$ cat config.mk
export PLATFORM = sky130hd
export DESIGN_NAME = cascade_irq_ctrl
export DESIGN_NICKNAME = d
export VERILOG_FILES = /design/src/rtl/cascade_irq_ctrl.sv
export SDC_FILE = /design/constraint.sdc
export NUM_CORES = 1
export LEC_CHECK = 0
export ABC_AREA = 1
export BUFFER_PORTS_ARGS = -buffer_cell sky130_fd_sc_hd__buf_2
export CORE_ASPECT_RATIO = 1.1
export CORE_MARGIN = 4
export CORE_UTILIZATION = 25
export CTS_BUF_LIST = sky130_fd_sc_hd__clkbuf_2
export CTS_CLUSTER_SIZE = 16
export DETAILED_ROUTE_END_ITERATION = 16
export GPL_ROUTABILITY_DRIVEN = 0
export HOLD_SLACK_MARGIN = 0.06
export PLACE_DENSITY = 0.52
export SETUP_SLACK_MARGIN = 0.2
export SLEW_MARGIN = 10
export SYNTH_ARGS = -nofsm -noshare
export SYNTH_HDL_FRONTEND = slang
export SYNTH_SLANG_ARGS = --single-unit
$ cat constraint.sdc
create_clock -name clk -period 2.6 [get_ports clk]
set_clock_uncertainty 0.15 [all_clocks]
set_input_delay 0.13 -clock clk [delete_from_list [all_inputs] [get_ports clk]]
set_output_delay 0.13 -clock clk [all_outputs]
set_load 0.01 [all_outputs]
$ cat src/rtl/cascade_irq_ctrl.sv
module cascade_irq_ctrl #(
  parameter logic [7:0] TRIG_MASK_M = 8'hF8,
  parameter logic [7:0] TRIG_MASK_S = 8'hDE,
  parameter int CASCADE_LINE = 2,
  parameter int SPURIOUS_LINE = 7
) (
  input  logic        clk,
  input  logic        rst_n,
  input  logic [15:0] irq_i,
  input  logic        ack_i,
  input  logic        poll_m_i,
  input  logic        poll_s_i,
  input  logic        poll_c_i,
  input  logic [4:0]  base_m_i,
  input  logic [4:0]  base_s_i,
  input  logic        trig_wr_m_i,
  input  logic        trig_wr_s_i,
  input  logic [7:0]  trig_wdata_i,
  output logic        irq_o,
  output logic [7:0]  vector_o,
  output logic [3:0]  poll_o
);

  localparam logic [2:0] CASC = 3'(CASCADE_LINE);
  localparam logic [2:0] SPUR = 3'(SPURIOUS_LINE);

  logic [7:0] irr_m, isr_m, last_m, trig_m;
  logic [7:0] irr_s, isr_s, last_s, trig_s;
  logic [7:0] in_m, in_s;

  assign in_m = irq_i[7:0];
  assign in_s = irq_i[15:8];

  function automatic logic [3:0] top_line(input logic [7:0] v);
    top_line = 4'd8;
    for (int i = 7; i >= 0; i--)
      if (v[i]) top_line = 4'(i);
  endfunction

  logic [3:0] m_pri, m_cur, s_pri, s_cur;
  logic       m_win, s_win, m_casc;
  logic [2:0] m_line, s_line;

  assign m_pri  = top_line(irr_m);
  assign m_cur  = top_line(isr_m);
  assign s_pri  = top_line(irr_s);
  assign s_cur  = top_line(isr_s);
  assign m_win  = m_pri < m_cur;
  assign s_win  = s_pri < s_cur;
  assign m_line = m_pri[2:0];
  assign s_line = s_pri[2:0];
  assign m_casc = m_win && (m_line == CASC);
  assign irq_o  = m_win;

  logic do_pc, do_pm, do_ps;
  assign do_pc = poll_c_i & ~ack_i;
  assign do_pm = poll_m_i & ~ack_i & ~poll_c_i;
  assign do_ps = poll_s_i & ~ack_i & ~poll_c_i & ~poll_m_i;

  logic [7:0] m_oh, s_oh, c_oh;
  assign m_oh = 8'd1 << m_line;
  assign s_oh = 8'd1 << s_line;
  assign c_oh = 8'd1 << CASC;

  logic m_take, m_poll_clr, s_take, s_poll_clr, s_ack;
  assign m_take     = (ack_i | do_pm | do_pc) & m_win;
  assign m_poll_clr = (do_pm | do_pc) & m_win;
  assign s_ack      = ack_i & m_casc & s_win;
  assign s_poll_clr = ((do_pc & m_casc) | do_ps) & s_win;
  assign s_take     = s_ack | s_poll_clr;

  logic [7:0] m_clr_irr, m_clr_isr, m_set_isr;
  logic [7:0] s_clr_irr, s_clr_isr, s_set_isr;
  assign m_clr_isr = (m_poll_clr ? m_oh : 8'd0) | ((do_ps & s_win) ? c_oh : 8'd0);
  assign m_clr_irr = (m_take ? m_oh : 8'd0) | ((do_ps & s_win) ? c_oh : 8'd0);
  assign m_set_isr = (ack_i & m_win) ? m_oh : 8'd0;
  assign s_clr_irr = s_take ? s_oh : 8'd0;
  assign s_clr_isr = s_poll_clr ? s_oh : 8'd0;
  assign s_set_isr = s_ack ? s_oh : 8'd0;

  logic [7:0] irr_m_nx, irr_s_nx;
  always_comb begin
    irr_m_nx = (trig_m & in_m) | (~trig_m & ((irr_m & ~m_clr_irr) | (in_m & ~last_m)));
    irr_m_nx[CASCADE_LINE] = (irr_m[CASCADE_LINE] | s_win) & ~m_clr_irr[CASCADE_LINE];
    irr_s_nx = (trig_s & in_s) | (~trig_s & ((irr_s & ~s_clr_irr) | (in_s & ~last_s)));
  end

  logic [2:0] s_code;
  logic [7:0] vec_nx;
  logic [3:0] poll_nx;
  assign s_code = s_win ? s_line : SPUR;

  always_comb begin
    if (!m_win)      vec_nx = {base_m_i, SPUR};
    else if (m_casc) vec_nx = {base_s_i, s_code};
    else             vec_nx = {base_m_i, m_line};
    if (do_pc)
      poll_nx = m_casc ? (4'd8 + {1'b0, s_code}) : {1'b0, m_win ? m_line : SPUR};
    else if (do_pm)
      poll_nx = {1'b0, m_win ? m_line : SPUR};
    else
      poll_nx = {1'b0, s_code};
  end

  always_ff @(posedge clk) begin
    if (!rst_n) begin
      irr_m <= '0; isr_m <= '0; last_m <= '0; trig_m <= '0;
      irr_s <= '0; isr_s <= '0; last_s <= '0; trig_s <= '0;
      vector_o <= '0;
      poll_o <= '0;
    end else begin
      last_m <= in_m;
      last_s <= in_s;
      irr_m  <= irr_m_nx;
      irr_s  <= irr_s_nx;
      isr_m  <= (isr_m & ~m_clr_isr) | m_set_isr;
      isr_s  <= (isr_s & ~s_clr_isr) | s_set_isr;
      if (trig_wr_m_i) trig_m <= trig_wdata_i & TRIG_MASK_M;
      if (trig_wr_s_i) trig_s <= trig_wdata_i & TRIG_MASK_S;
      if (ack_i) vector_o <= vec_nx;
      if (do_pc | do_pm | do_ps) poll_o <= poll_nx;
    end
  end

  // a raised request always has a pending primary line behind it
  assert_irq_has_pending_R2: assert property (@(posedge clk) disable iff (!rst_n)
    irq_o |-> (irr_m != 8'd0));

  // acknowledged ordinary primary line goes in service and is named in the vector
  assert_ack_primary_R4: assert property (@(posedge clk) disable iff (!rst_n)
    (ack_i && m_win && !m_casc) |=>
      (vector_o == {$past(base_m_i), $past(m_line)}) && isr_m[$past(m_line)]);

  // acknowledge with no winner leaves in-service state alone
  assert_ack_none_R7: assert property (@(posedge clk) disable iff (!rst_n)
    (ack_i && !m_win) |=> (vector_o[2:0] == SPUR) && (isr_m == $past(isr_m))
                          && (isr_s == $past(isr_s)));

  // primary poll without winner reports the spurious line
  assert_poll_none_R8: assert property (@(posedge clk) disable iff (!rst_n)
    (poll_m_i && !poll_c_i && !ack_i && !m_win) |=> (poll_o == {1'b0, SPUR}));

  // a successful secondary poll drops the primary cascade line
  assert_poll_slave_R9: assert property (@(posedge clk) disable iff (!rst_n)
    (do_ps && s_win) |=> !isr_m[CASCADE_LINE] && !irr_m[CASCADE_LINE]);

  // the poll output holds whenever no poll is taken
  assert_poll_hold_R12: assert property (@(posedge clk) disable iff (!rst_n)
    (ack_i || !(poll_m_i || poll_s_i || poll_c_i)) |=> $stable(poll_o));

  // the vector holds outside acknowledges
  assert_vector_hold_R13: assert property (@(posedge clk) disable iff (!rst_n)
    !ack_i |=> $stable(vector_o));

endmodule

==> reports/qor.csv <==
stage,metric,value,unit
worst_setup_path,worst-setup-path-type,reg2reg,
grt,grt_pass1_vias,3852,
yosys,synth_area,3460,sq um
timing,finalSetupViolations,9,
timing,drv_slew,0,
grt,overflow,0,
routing,drc,0,
yosys,synth_largest_area_cell,dfxtp_1,
worst_setup_path,crit_arrival,2.98,ns
routing,dr_wl_met2,5190,microns
floorplan,die_y,131,microns
routing,top_layer_used,met4,
timing,tightestPinTransition,0.522,ns
finish,layout.nets,712,
yosys,syn_avg_cell_area,6.77,sq um
worst_setup_path,timing.rr.start,irr_m[0],
power,powerDensity,707,nW/um^2
worst_setup_path,cp.required,2.93,ns
yosys,synth-warning-count,0,
clock_tree,clk-insertion-delay-late,0.54,ns
finish,n_fill_cell,1368,
clock_tree,numClockSinks,70,
timing,max_freq,377,MHz
timing,final_hold_viol_count,0,
yosys,yosys-top-cells-count,"118 x nand2_1, 77 x inv_1, 70 x dfxtp_1",
routing,first_iter_violations,143,
routing,wl_met3,381,microns
yosys,synth_top_family_by_area,simple AND/OR/NAND/NOR gates,
yosys,synth-compound-area-share,13.7,%
worst_setup_path,end_kind,flop,
yosys,ys.flop_type,dfxtp_1,
timing,post-route-period-util,102,%
clock_tree,cts.reportedPaths.clkPinSlew,0.22,ns
placed_design,placed_cell_area,4010,sq um
worst_setup_path,regToRegSetupSlack,-0.05,ns
clock_tree,cts_buffers,9,
timing,setup_ws,-0.0513,ns
routing,wl_per_cell,12.2,microns
yosys,synthAdderAreaFrac,2.17,%
yosys,muxShareOfSynthArea,0,%
finish,instances_no_fill,853,
grt,grt_max_degree,37,
yosys,ys_top_cells_by_area,"dfxtp_1 40%, nand2_1 13%, inv_1 8.3%",
yosys,synthXorXnorAreaFrac,0,%
finish,multiInputGateArea,2100,sq um
hold_path,min_to,irr_m[0],
floorplan,io_pins,55,
clock_tree,cts_max_level,3,
finish,area_growth,56.9,%
placed_design,port_buffers,52,
worst_setup_path,reg2regPathDepth,13,
timing,rsz0062_at_grt,yes,
worst_setup_path,worstReg2RegEnd,isr_m[2],
routing,first_pass_iters,4,
yosys,yosysSeqAreaShare,40.4,%
placed_design,place_inst,752,
yosys,netlist.area_leader.share,40.4,%
yosys,synth.distinct_cells,35,
timing,slew_headroom,65.0,%
floorplan,rows,44,
status,outcome,"finished, violations left",
routing,route.layer.met1.wl,4550,microns
floorplan,coreArea,13400,sq um
yosys,synth-edff-count,0,
status,violations,negative setup slack,
run,cap_violations,0,
finish,drive_gt1_share,29.9,%
grt,antenna_found_initial,0,
yosys,synthSimpleGateAreaFrac,32.5,%
power,p_leak,0.00240,uW
floorplan,die_w,120,microns
power,ir_drop,0.332,mV
hold_path,hold_depth,1,
placed_design,dpl_worst_slack,-0.0942,ns
yosys,syn_nets,560,
hold_path,min_path_type,reg2reg,
yosys,ys_async_sr_fraction,0,%
clock_tree,clock_path_buffers,2,
clock_tree,clockRootBuffer,clkbuf_2,
finish,n_antenna_cell,0,
routing,ant_nets,0,
hold_path,holdCritStartpoint,last_m[0],
finish,fin_area,5440,sq um
timing,period_minus_slack,2.65,ns
routing,viasPerCell,4.38,
routing,routed_wirelength,10400,microns
grt,grt_use_total,13.3,%
grt,grt_pass1_wl,17500,microns
yosys,postSynthCellCount,512,
clock_tree,cts_tree,built,
floorplan,die-area,15800,sq um
placed_design,dp_hpwl,6900,microns
timing,tns,-0.188,ns
floorplan,start_util,25.9,%
yosys,ys_ff_latch,70,
worst_setup_path,worst-path-max-fanout,4,
yosys,synth.most_common_cell,nand2_1,
routing,vias,3739,
worst_setup_path,startpoint_type,flop,
finish,ff_latch_area,1410,sq um
timing repair:
item	CTS	global route
setup buffers	10	3
hold buffers	70	0
gates resized for setup	62	72
pin swaps	21	20
hold endpoints to repair	60	0
endpoints found under the setup margin	44	45
cloned	1	1
layout by cell type, fill, tap and decap left out, types with 10 or more instances in the layout:
cell type / n
nand3_1: 21
nand3_2: 16
nor2_1: 42
o21ai_2: 10
dfxtp_1: 66
nor3_1: 14
o21ai_0: 26
nand2_2: 18
a21oi_2: 19
buf_4: 24
inv_1: 77
buf_2: 51
dlygate4sd3_1: 70
a21oi_1: 20
nand2_1: 103
sequential cells by signal, indices dropped and copies added, names as in the netlist:
register and cells:
irr_m 8, irr_s 8, isr_m 8, isr_s 8, last_s 8, vector_o 8
last_m 7, trig_s 6, trig_m 5, poll_o 4
worst max path at each step:
stage,start,endpoint,slack (ns),depth (start not counted)
CTS,isr_m[0],irq_o,-0.006,8
global route,irr_m[0],irr_s[5],-0.21,14
detailed placement,isr_m[3],isr_m[3],-0.09,10
finish,irr_m[0],isr_m[2],-0.05,13
floorplan,irr_m[0],isr_m[0],0.32,11
global placement,isr_m[3],irr_m[1],-0.04,10
metrics by stage:
stage                     util [%]  total power (uW)  hold WS (ns)
after floorplan                  -              2100        0.0843
after global placement        29.9              2430         0.173
after detailed placement      29.9              2440         0.181
after CTS                     38.7              3590         0.278
after global routing          40.6              4110         0.272
final                         40.6              3840         0.288
report_power, final:
part | total, uW | internal, uW | leakage [uW] | switching [uW]
sequential | 1270 | 1190 | 0.000581 | 83.5
combinational | 1840 | 776 | 0.00174 | 1060
clock | 734 | 312 | 0.0000770 | 422
total | 3840 | 2280 | 0.00240 | 1570
cells by family (layout without fill, tap and decap cells):
family	after synthesis	after routing
AND/OR/NAND/NOR	251	251
flip-flops	70	70
buffers and inverters	95	252
adder cells (fa/ha/maj)	6	6
AO/OA/AOI/OAI	90	90
cell type report:
type                    instances  area share [%]
repair buffers                154            22.8
clock inverters                 7            1.63
flip-flops and latches         70            26.0
clock buffers                   9           0.829
multi-input cells             347            38.6
inverters                      82            5.99
well taps                     184            4.24
metal layers:
metal,track usage (%),up-vias
met3,2.49,25
li1,-,1945
met2,24.2,74
met1,15.5,1695
met5,0,-
met4,4.91,0
worst max-delay path: stages (launching register included):
cell	delay, ns
dfxtp_2	0.37
nor4_2	0.27
inv_1	0.12
nor4_4	0.22
ha_1	0.29
a21oi_2	0.19
nand2_2	0.09
buf_4	0.15
buf_6	0.12
nor2_4	0.13
nand2_4	0.10
buf_4	0.15
buf_4	0.12
a21oi_1	0.13
Power figures use the tool's default switching activity.
